## config.mk

```make
export PLATFORM = sky130hd
export DESIGN_NAME = uop_fission_dispatch
export DESIGN_NICKNAME = d
export VERILOG_FILES = /design/src/rtl/fission_pkg.sv /design/src/rtl/ctx_fifo.sv /design/src/rtl/fission_router.sv /design/src/rtl/join_barrier.sv /design/src/rtl/ctx_mask_reg.sv /design/src/rtl/uop_fission_dispatch.sv
export SDC_FILE = /design/constraint.sdc
export NUM_CORES = 1
export LEC_CHECK = 0
export ABC_AREA = 1
export BUFFER_PORTS_ARGS = -buffer_cell sky130_fd_sc_hd__buf_2
export CORE_ASPECT_RATIO = 0.9
export CORE_MARGIN = 8
export CORE_UTILIZATION = 35
export DETAILED_ROUTE_END_ITERATION = 12
export PLACE_DENSITY_LB_ADDON = 0.2
export SLEW_MARGIN = 20
export SYNTH_ARGS = -nofsm -noshare
export SYNTH_HDL_FRONTEND = slang
export SYNTH_SLANG_ARGS = --single-unit
export TNS_END_PERCENT = 1
```

## constraint.sdc

```tcl
create_clock -name clk -period 2.86 [get_ports clk]
set_clock_uncertainty 0.2 [all_clocks]
set_input_delay 0.572 -clock clk [delete_from_list [all_inputs] [get_ports clk]]
set_output_delay 0.572 -clock clk [all_outputs]
set_load 0.03 [all_outputs]
```

## src/rtl/fission_pkg.sv

```systemverilog
package fission_pkg;
  typedef enum logic [1:0] {
    UOP_PLAIN = 2'd0,
    UOP_FORK  = 2'd1,
    UOP_JOIN  = 2'd2,
    UOP_FLUSH = 2'd3
  } uop_kind_e;
endpackage

```

## src/rtl/ctx_fifo.sv

```systemverilog
module ctx_fifo #(
  parameter int WIDTH = 16,
  parameter int DEPTH = 4
) (
  input  logic             clk,
  input  logic             rst,
  input  logic             clear,
  input  logic             push,
  input  logic [WIDTH-1:0] push_data,
  input  logic             pop,
  output logic             valid,
  output logic [WIDTH-1:0] head,
  output logic             full
);
  localparam int PTR_W = (DEPTH > 1) ? $clog2(DEPTH) : 1;
  localparam int CNT_W = $clog2(DEPTH + 1);

  logic [WIDTH-1:0] mem [DEPTH];
  logic [PTR_W-1:0] rd_ptr, wr_ptr;
  logic [CNT_W-1:0] count;
  logic             do_push, do_pop;

  function automatic logic [PTR_W-1:0] ptr_next(input logic [PTR_W-1:0] p);
    return (p == PTR_W'(DEPTH - 1)) ? '0 : p + PTR_W'(1);
  endfunction

  assign valid   = (count != '0);
  assign full    = (count == CNT_W'(DEPTH));
  assign head    = mem[rd_ptr];
  assign do_push = push && !full;
  assign do_pop  = pop && valid;

  always_ff @(posedge clk) begin
    if (do_push) mem[wr_ptr] <= push_data;
  end

  always_ff @(posedge clk) begin
    if (rst || clear) begin
      rd_ptr <= '0;
      wr_ptr <= '0;
      count  <= '0;
    end else begin
      if (do_push) wr_ptr <= ptr_next(wr_ptr);
      if (do_pop)  rd_ptr <= ptr_next(rd_ptr);
      case ({do_push, do_pop})
        2'b10:   count <= count + CNT_W'(1);
        2'b01:   count <= count - CNT_W'(1);
        default: count <= count;
      endcase
    end
  end
endmodule

```

## src/rtl/fission_router.sv

```systemverilog
module fission_router
  import fission_pkg::*;
#(
  parameter int NCTX  = 2,
  parameter int CTX_W = 1,
  parameter int OP_W  = 8,
  parameter int IMM_W = 8
) (
  input  logic                         in_valid,
  input  logic [1:0]                   in_kind,
  input  logic                         in_clone,
  input  logic                         in_multi,
  input  logic [CTX_W-1:0]             in_ctx,
  input  logic [OP_W-1:0]              in_op,
  input  logic [NCTX*IMM_W-1:0]        in_imm_vec,
  input  logic [NCTX-1:0]              active_mask,
  input  logic [NCTX-1:0]              q_full,
  input  logic                         barrier_busy,
  output logic                         in_ready,
  output logic [NCTX-1:0]              push,
  output logic [NCTX*(OP_W+IMM_W)-1:0] push_entry,
  output logic                         join_req,
  output logic [NCTX-1:0]              flush_vec,
  output logic                         fork_load,
  output logic [NCTX-1:0]              fork_mask
);
  localparam int ENT_W = OP_W + IMM_W;

  uop_kind_e       kind;
  logic [NCTX-1:0] own, targets;
  logic            blocked, accept;

  function automatic logic [NCTX-1:0] ctx_onehot(input logic [CTX_W-1:0] c);
    logic [NCTX-1:0] oh;
    for (int k = 0; k < NCTX; k++) oh[k] = (c == CTX_W'(k));
    return oh;
  endfunction

  function automatic logic [NCTX-1:0] target_set(input logic clone,
                                                 input logic [NCTX-1:0] mask,
                                                 input logic [NCTX-1:0] self);
    if (clone && (mask != '0)) return mask;
    return self;
  endfunction

  function automatic logic [IMM_W-1:0] lane_imm(input logic [NCTX*IMM_W-1:0] vec,
                                                input int k, input logic multi);
    return multi ? vec[k*IMM_W +: IMM_W] : vec[0 +: IMM_W];
  endfunction

  assign fork_mask = in_imm_vec[NCTX-1:0];

  always_comb begin
    kind      = uop_kind_e'(in_kind);
    own       = ctx_onehot(in_ctx);
    targets   = (kind == UOP_PLAIN) ? target_set(in_clone, active_mask, own) : '0;
    blocked   = |(targets & q_full);
    in_ready  = !barrier_busy && !blocked;
    accept    = in_valid && in_ready;
    push      = accept ? targets : '0;
    join_req  = accept && (kind == UOP_JOIN);
    fork_load = accept && (kind == UOP_FORK);
    flush_vec = (accept && (kind == UOP_FLUSH)) ? own : '0;
    for (int k = 0; k < NCTX; k++)
      push_entry[k*ENT_W +: ENT_W] = {in_op, lane_imm(in_imm_vec, k, in_multi)};
  end
endmodule

```

## src/rtl/join_barrier.sv

```systemverilog
module join_barrier #(
  parameter int NCTX = 2
) (
  input  logic            clk,
  input  logic            rst,
  input  logic            join_req,
  input  logic [NCTX-1:0] rob_empty,
  output logic            busy
);
  logic all_empty;
  assign all_empty = &rob_empty;

  always_ff @(posedge clk) begin
    if (rst)                        busy <= 1'b0;
    else if (busy && all_empty)     busy <= 1'b0;
    else if (join_req && !all_empty) busy <= 1'b1;
  end
endmodule

```

## src/rtl/ctx_mask_reg.sv

```systemverilog
module ctx_mask_reg #(
  parameter int NCTX = 2
) (
  input  logic            clk,
  input  logic            rst,
  input  logic            fork_load,
  input  logic [NCTX-1:0] fork_mask,
  input  logic [NCTX-1:0] flush_vec,
  output logic [NCTX-1:0] mask
);
  always_ff @(posedge clk) begin
    if (rst)            mask <= '0;
    else if (fork_load) mask <= fork_mask;
    else                mask <= mask & ~flush_vec;
  end
endmodule

```

## src/rtl/uop_fission_dispatch.sv

```systemverilog
module uop_fission_dispatch #(
  parameter int NCTX   = 2,
  parameter int OP_W   = 8,
  parameter int IMM_W  = 8,
  parameter int QDEPTH = 4,
  localparam int CTX_W = (NCTX > 1) ? $clog2(NCTX) : 1
) (
  input  logic                  clk,
  input  logic                  rst,
  input  logic                  in_valid,
  output logic                  in_ready,
  input  logic [1:0]            in_kind,
  input  logic                  in_clone,
  input  logic                  in_multi,
  input  logic [CTX_W-1:0]      in_ctx,
  input  logic [OP_W-1:0]       in_op,
  input  logic [NCTX*IMM_W-1:0] in_imm_vec,
  output logic [NCTX-1:0]       out_valid,
  input  logic [NCTX-1:0]       out_ready,
  output logic [NCTX*OP_W-1:0]  out_op,
  output logic [NCTX*IMM_W-1:0] out_imm,
  input  logic [NCTX-1:0]       rob_empty
);
  localparam int ENT_W = OP_W + IMM_W;

  logic [NCTX-1:0]       push, q_full, flush_vec, active_mask, fork_mask;
  logic [NCTX*ENT_W-1:0] push_entry;
  logic                  join_req, fork_load, barrier_busy;

  fission_router #(.NCTX(NCTX), .CTX_W(CTX_W), .OP_W(OP_W), .IMM_W(IMM_W)) u_router (
    .in_valid(in_valid), .in_kind(in_kind), .in_clone(in_clone), .in_multi(in_multi),
    .in_ctx(in_ctx), .in_op(in_op), .in_imm_vec(in_imm_vec),
    .active_mask(active_mask), .q_full(q_full), .barrier_busy(barrier_busy),
    .in_ready(in_ready), .push(push), .push_entry(push_entry), .join_req(join_req),
    .flush_vec(flush_vec), .fork_load(fork_load), .fork_mask(fork_mask)
  );

  join_barrier #(.NCTX(NCTX)) u_barrier (
    .clk(clk), .rst(rst), .join_req(join_req), .rob_empty(rob_empty), .busy(barrier_busy)
  );

  ctx_mask_reg #(.NCTX(NCTX)) u_mask (
    .clk(clk), .rst(rst), .fork_load(fork_load), .fork_mask(fork_mask),
    .flush_vec(flush_vec), .mask(active_mask)
  );

  for (genvar k = 0; k < NCTX; k++) begin : g_ctx
    logic [ENT_W-1:0] head;
    ctx_fifo #(.WIDTH(ENT_W), .DEPTH(QDEPTH)) u_q (
      .clk(clk), .rst(rst), .clear(flush_vec[k]),
      .push(push[k]), .push_data(push_entry[k*ENT_W +: ENT_W]),
      .pop(out_ready[k]), .valid(out_valid[k]), .head(head), .full(q_full[k])
    );
    assign out_op[k*OP_W +: OP_W]    = head[ENT_W-1 -: OP_W];
    assign out_imm[k*IMM_W +: IMM_W] = head[IMM_W-1:0];
  end
endmodule

```

==> impl_metrics.csv <==
group,metric,value,unit
floorplan,dieArea,21600,um^2
clock_network,cts.path.max_buffers,2,
outcome,status,"finished clean",
grt,antenna_found_initial,1,
floorplan,initial_core_util,35.7,%
floorplan,die_w,154,um
timing,fin_setup_tns,0,ns
timing,rsz0062_at_grt,"false",
clock_network,path_clk_slew,0.06,ns
job,maxCapViolCount,0,
route,firstDrtPassIters,4,
cells_and_area,final_core_util,43.0,%
worst_setup_path,worst-r2r-setup-slack,0.52,ns
hold_path,hold_class,"primary input to flop",
logic_synthesis,synth_area_per_cell,12.4,um^2
place,place_inst,765,
clock_network,holdBufCountCts,0,
cells_and_area,final_cells,796,
logic_synthesis,ys_warn_count,0,
route,top_layer_used,"met5",
logic_synthesis,ys_async_sr_fraction,0,%
logic_synthesis,ys.flop_type,"edfxtp_1",
logic_synthesis,netlist.area_leader.share,64.0,%
route,wl_per_cell,16.6,um
timing,whs,0.194,ns
timing,finalSetupViolations,0,
worst_setup_path,endpoint,"out_op[4]",
worst_setup_path,arrival,1.85,ns
floorplan,die_h,140,um
route,met3_length,851,um
place,port_buffers,70,
worst_setup_path,crit_fanout,12,
clock_network,htree_num_levels,4,
logic_synthesis,ys_types,25,
timing,tightest_slew,0.516,ns
floorplan,row_count,45,
route,dr_wl_met2,6300,um
route,drt_wl_total,13200,um
timing,timing.fmax,0.381,GHz
cells_and_area,fill_cells,1574,
floorplan,io-pin-count,71,
timing,slew_headroom,65.2,%
timing,finalCritPeriodShare,91.8,%
cells_and_area,final_nets,623,
clock_network,clockRootBuffer,"clkbuf_16",
cells_and_area,multi_input_area,1520,um^2
place,dpl.hpwl,8950,um
route,wl_met1,5920,um
clock_network,cts_tree,"built",
worst_setup_path,crit_path_start_kind,"flop",
logic_synthesis,syn-num-nets,535,
clock_network,cts_buffers,17,
route,first_iter_violations,250,
clock_network,cts.sinks,149,
cells_and_area,final-seq-area,4270,um^2
logic_synthesis,synth_enable_flop_cells,128,
logic_synthesis,yosys-top-cells-area,"edfxtp_1, dfxtp_1, o21ai_0",
route,vias_per_cell,4.92,
logic_synthesis,syn-instance-count,485,
cells_and_area,num_antenna_cells,0,
grt,grt_pass1_vias,3966,
power,p_leak,2.66,nW
cells_and_area,drive_gt1_share,23.2,%
logic_synthesis,synthesis.area,6010,um^2
hold_path,hold_start,"in_imm_vec[1]",
timing,report.final.slew_viol_count,0,
logic_synthesis,ys_seq_area_share,71.0,%
worst_setup_path,timing.setup.critical_path_class,"flop to output pin",
worst_setup_path,r2r-start,"g_ctx[1].u_q.count[0]$_SDFFE_PP0P_",
logic_synthesis,synth_most_common_cell,"edfxtp_1",
worst_setup_path,ff2ff_path_depth,14,
worst_setup_path,critPathRequiredTime,2.09,ns
logic_synthesis,synth-seq-cells,149,
grt,grt_max_degree,33,
route,ant_nets,0,
grt,overflow,0,
clock_network,clock_latency,0.42,ns
floorplan,core,16800,um^2
worst_setup_path,r2r_end,"g_ctx[0].u_q.count[2]$_SDFFE_PP0P_",
route,drc,0,
logic_synthesis,synth_common_cells,"edfxtp_1, nor2_1, o21ai_0",
power,power_density,730,nW/um^2
logic_synthesis,synth.largest_area_cell,"edfxtp_1",
timing,min_period,2.62,ns
power,ir_drop,0.458,mV
grt,grt_use_total,12.6,%
cells_and_area,syn_to_final_growth,20.3,%
worst_setup_path,cp-end-kind,"output pin",
timing,finalHoldViolations,0,
grt,grt_pass1_wl,20900,um
route,vias,3919,
place,gp_congestion,0.816,
logic make-up after synthesis:
kind of cell / count (synthesis) / share of synthesized area, %
buffers and inverters: 56 / 3.81
adders and majority gates: 14 / 3.17
xor gates and xnor gates: 2 / 0.292
and+or+nand+nor: 140 / 10.1
muxes: 6 / 1.12
AOI/OAI and AO/OA: 118 / 10.5
DFF: 149 / 71.0
layer usage:
metal | up-vias | track usage, %
li1 | 1912 | -
met5 | - | 0
met4 | 2 | 4.17
met2 | 111 | 20.5
met3 | 19 | 4.86
met1 | 1875 | 15.1
final cells by class:
| class | instances | area share (%) |
|---|---|---|
| Inverter | 35 | 1.87 |
| Sequential cell | 149 | 59.0 |
| Clock buffer | 18 | 5.94 |
| Timing Repair Buffer | 90 | 7.09 |
| Clock inverter | 13 | 1.51 |
| Multi-Input combinational cell | 280 | 21.0 |
| Tap cell | 211 | 3.65 |
layout by cell type (no fill, tap or decap), types with 13 or more instances in the layout:
cell type / synthesis / final
dfxtp_1: 21 / 20
clkbuf_16: 0 / 17
nand2_1: 33 / 33
nor2_1: 85 / 85
a21oi_1: 13 / 13
buf_2: 0 / 70
inv_1: 35 / 34
buf_4: 3 / 19
o21ai_0: 71 / 71
o22ai_1: 32 / 32
edfxtp_1: 128 / 128
what timing repair did:
item                       in CTS  in global routing
gates resized for setup         0                  2
setup buffers                   0                  0
setup endpoints to repair       0                  2
flip-flops by register name, indices dropped and copies added, names as in the netlist, named ones only:
signal            count
g_ctx.u_q.rd_ptr      4
g_ctx.u_q.mem       128
g_ctx.u_q.wr_ptr      4
u_barrier.busy        1
u_mask.mask           2
g_ctx.u_q.count       6
worst max-delay path: stages (launching register included):
cell     delay, ns
dfxtp_1       0.53
buf_4         0.25
o21ai_0       0.10
o22ai_1       0.28
buf_2         0.27
worst min-delay path by stage:
stage                                         end  slack (ns)  depth (start not counted)
2_1_floorplan         u_barrier.busy$_SDFFE_PP0P_        0.23                          2
3_5_place_dp   g_ctx[1].u_q.count[0]$_SDFFE_PP0P_        0.25                          2
3_3_place_gp   g_ctx[1].u_q.count[0]$_SDFFE_PP0P_        0.25                          2
6_report         g_ctx[0].u_q.mem[3][1]$_DFFE_PP_        0.19                          1
4_1_cts          g_ctx[0].u_q.mem[3][0]$_DFFE_PP_        0.18                          1
5_1_grt          g_ctx[0].u_q.mem[3][0]$_DFFE_PP_        0.20                          1
stage by stage:
step           cell area (um^2)  setup WS, ns  power, W
2_1_floorplan              6010         0.263   0.00304
3_3_place_gp               6690         0.250   0.00330
3_5_place_dp               6690         0.193   0.00331
4_1_cts                    7230        0.0503   0.00534
5_1_grt                    7230         0.107   0.00551
6_report                   7230         0.235   0.00528
power breakdown:
part	switching (W)	internal (W)	leakage, nW
clock network	0.000838	0.00118	0.255
logic	0.000576	0.000242	1.08
registers	0.0000311	0.00241	1.32
total	0.00144	0.00383	2.66
(Power assumes the default switching activity.)
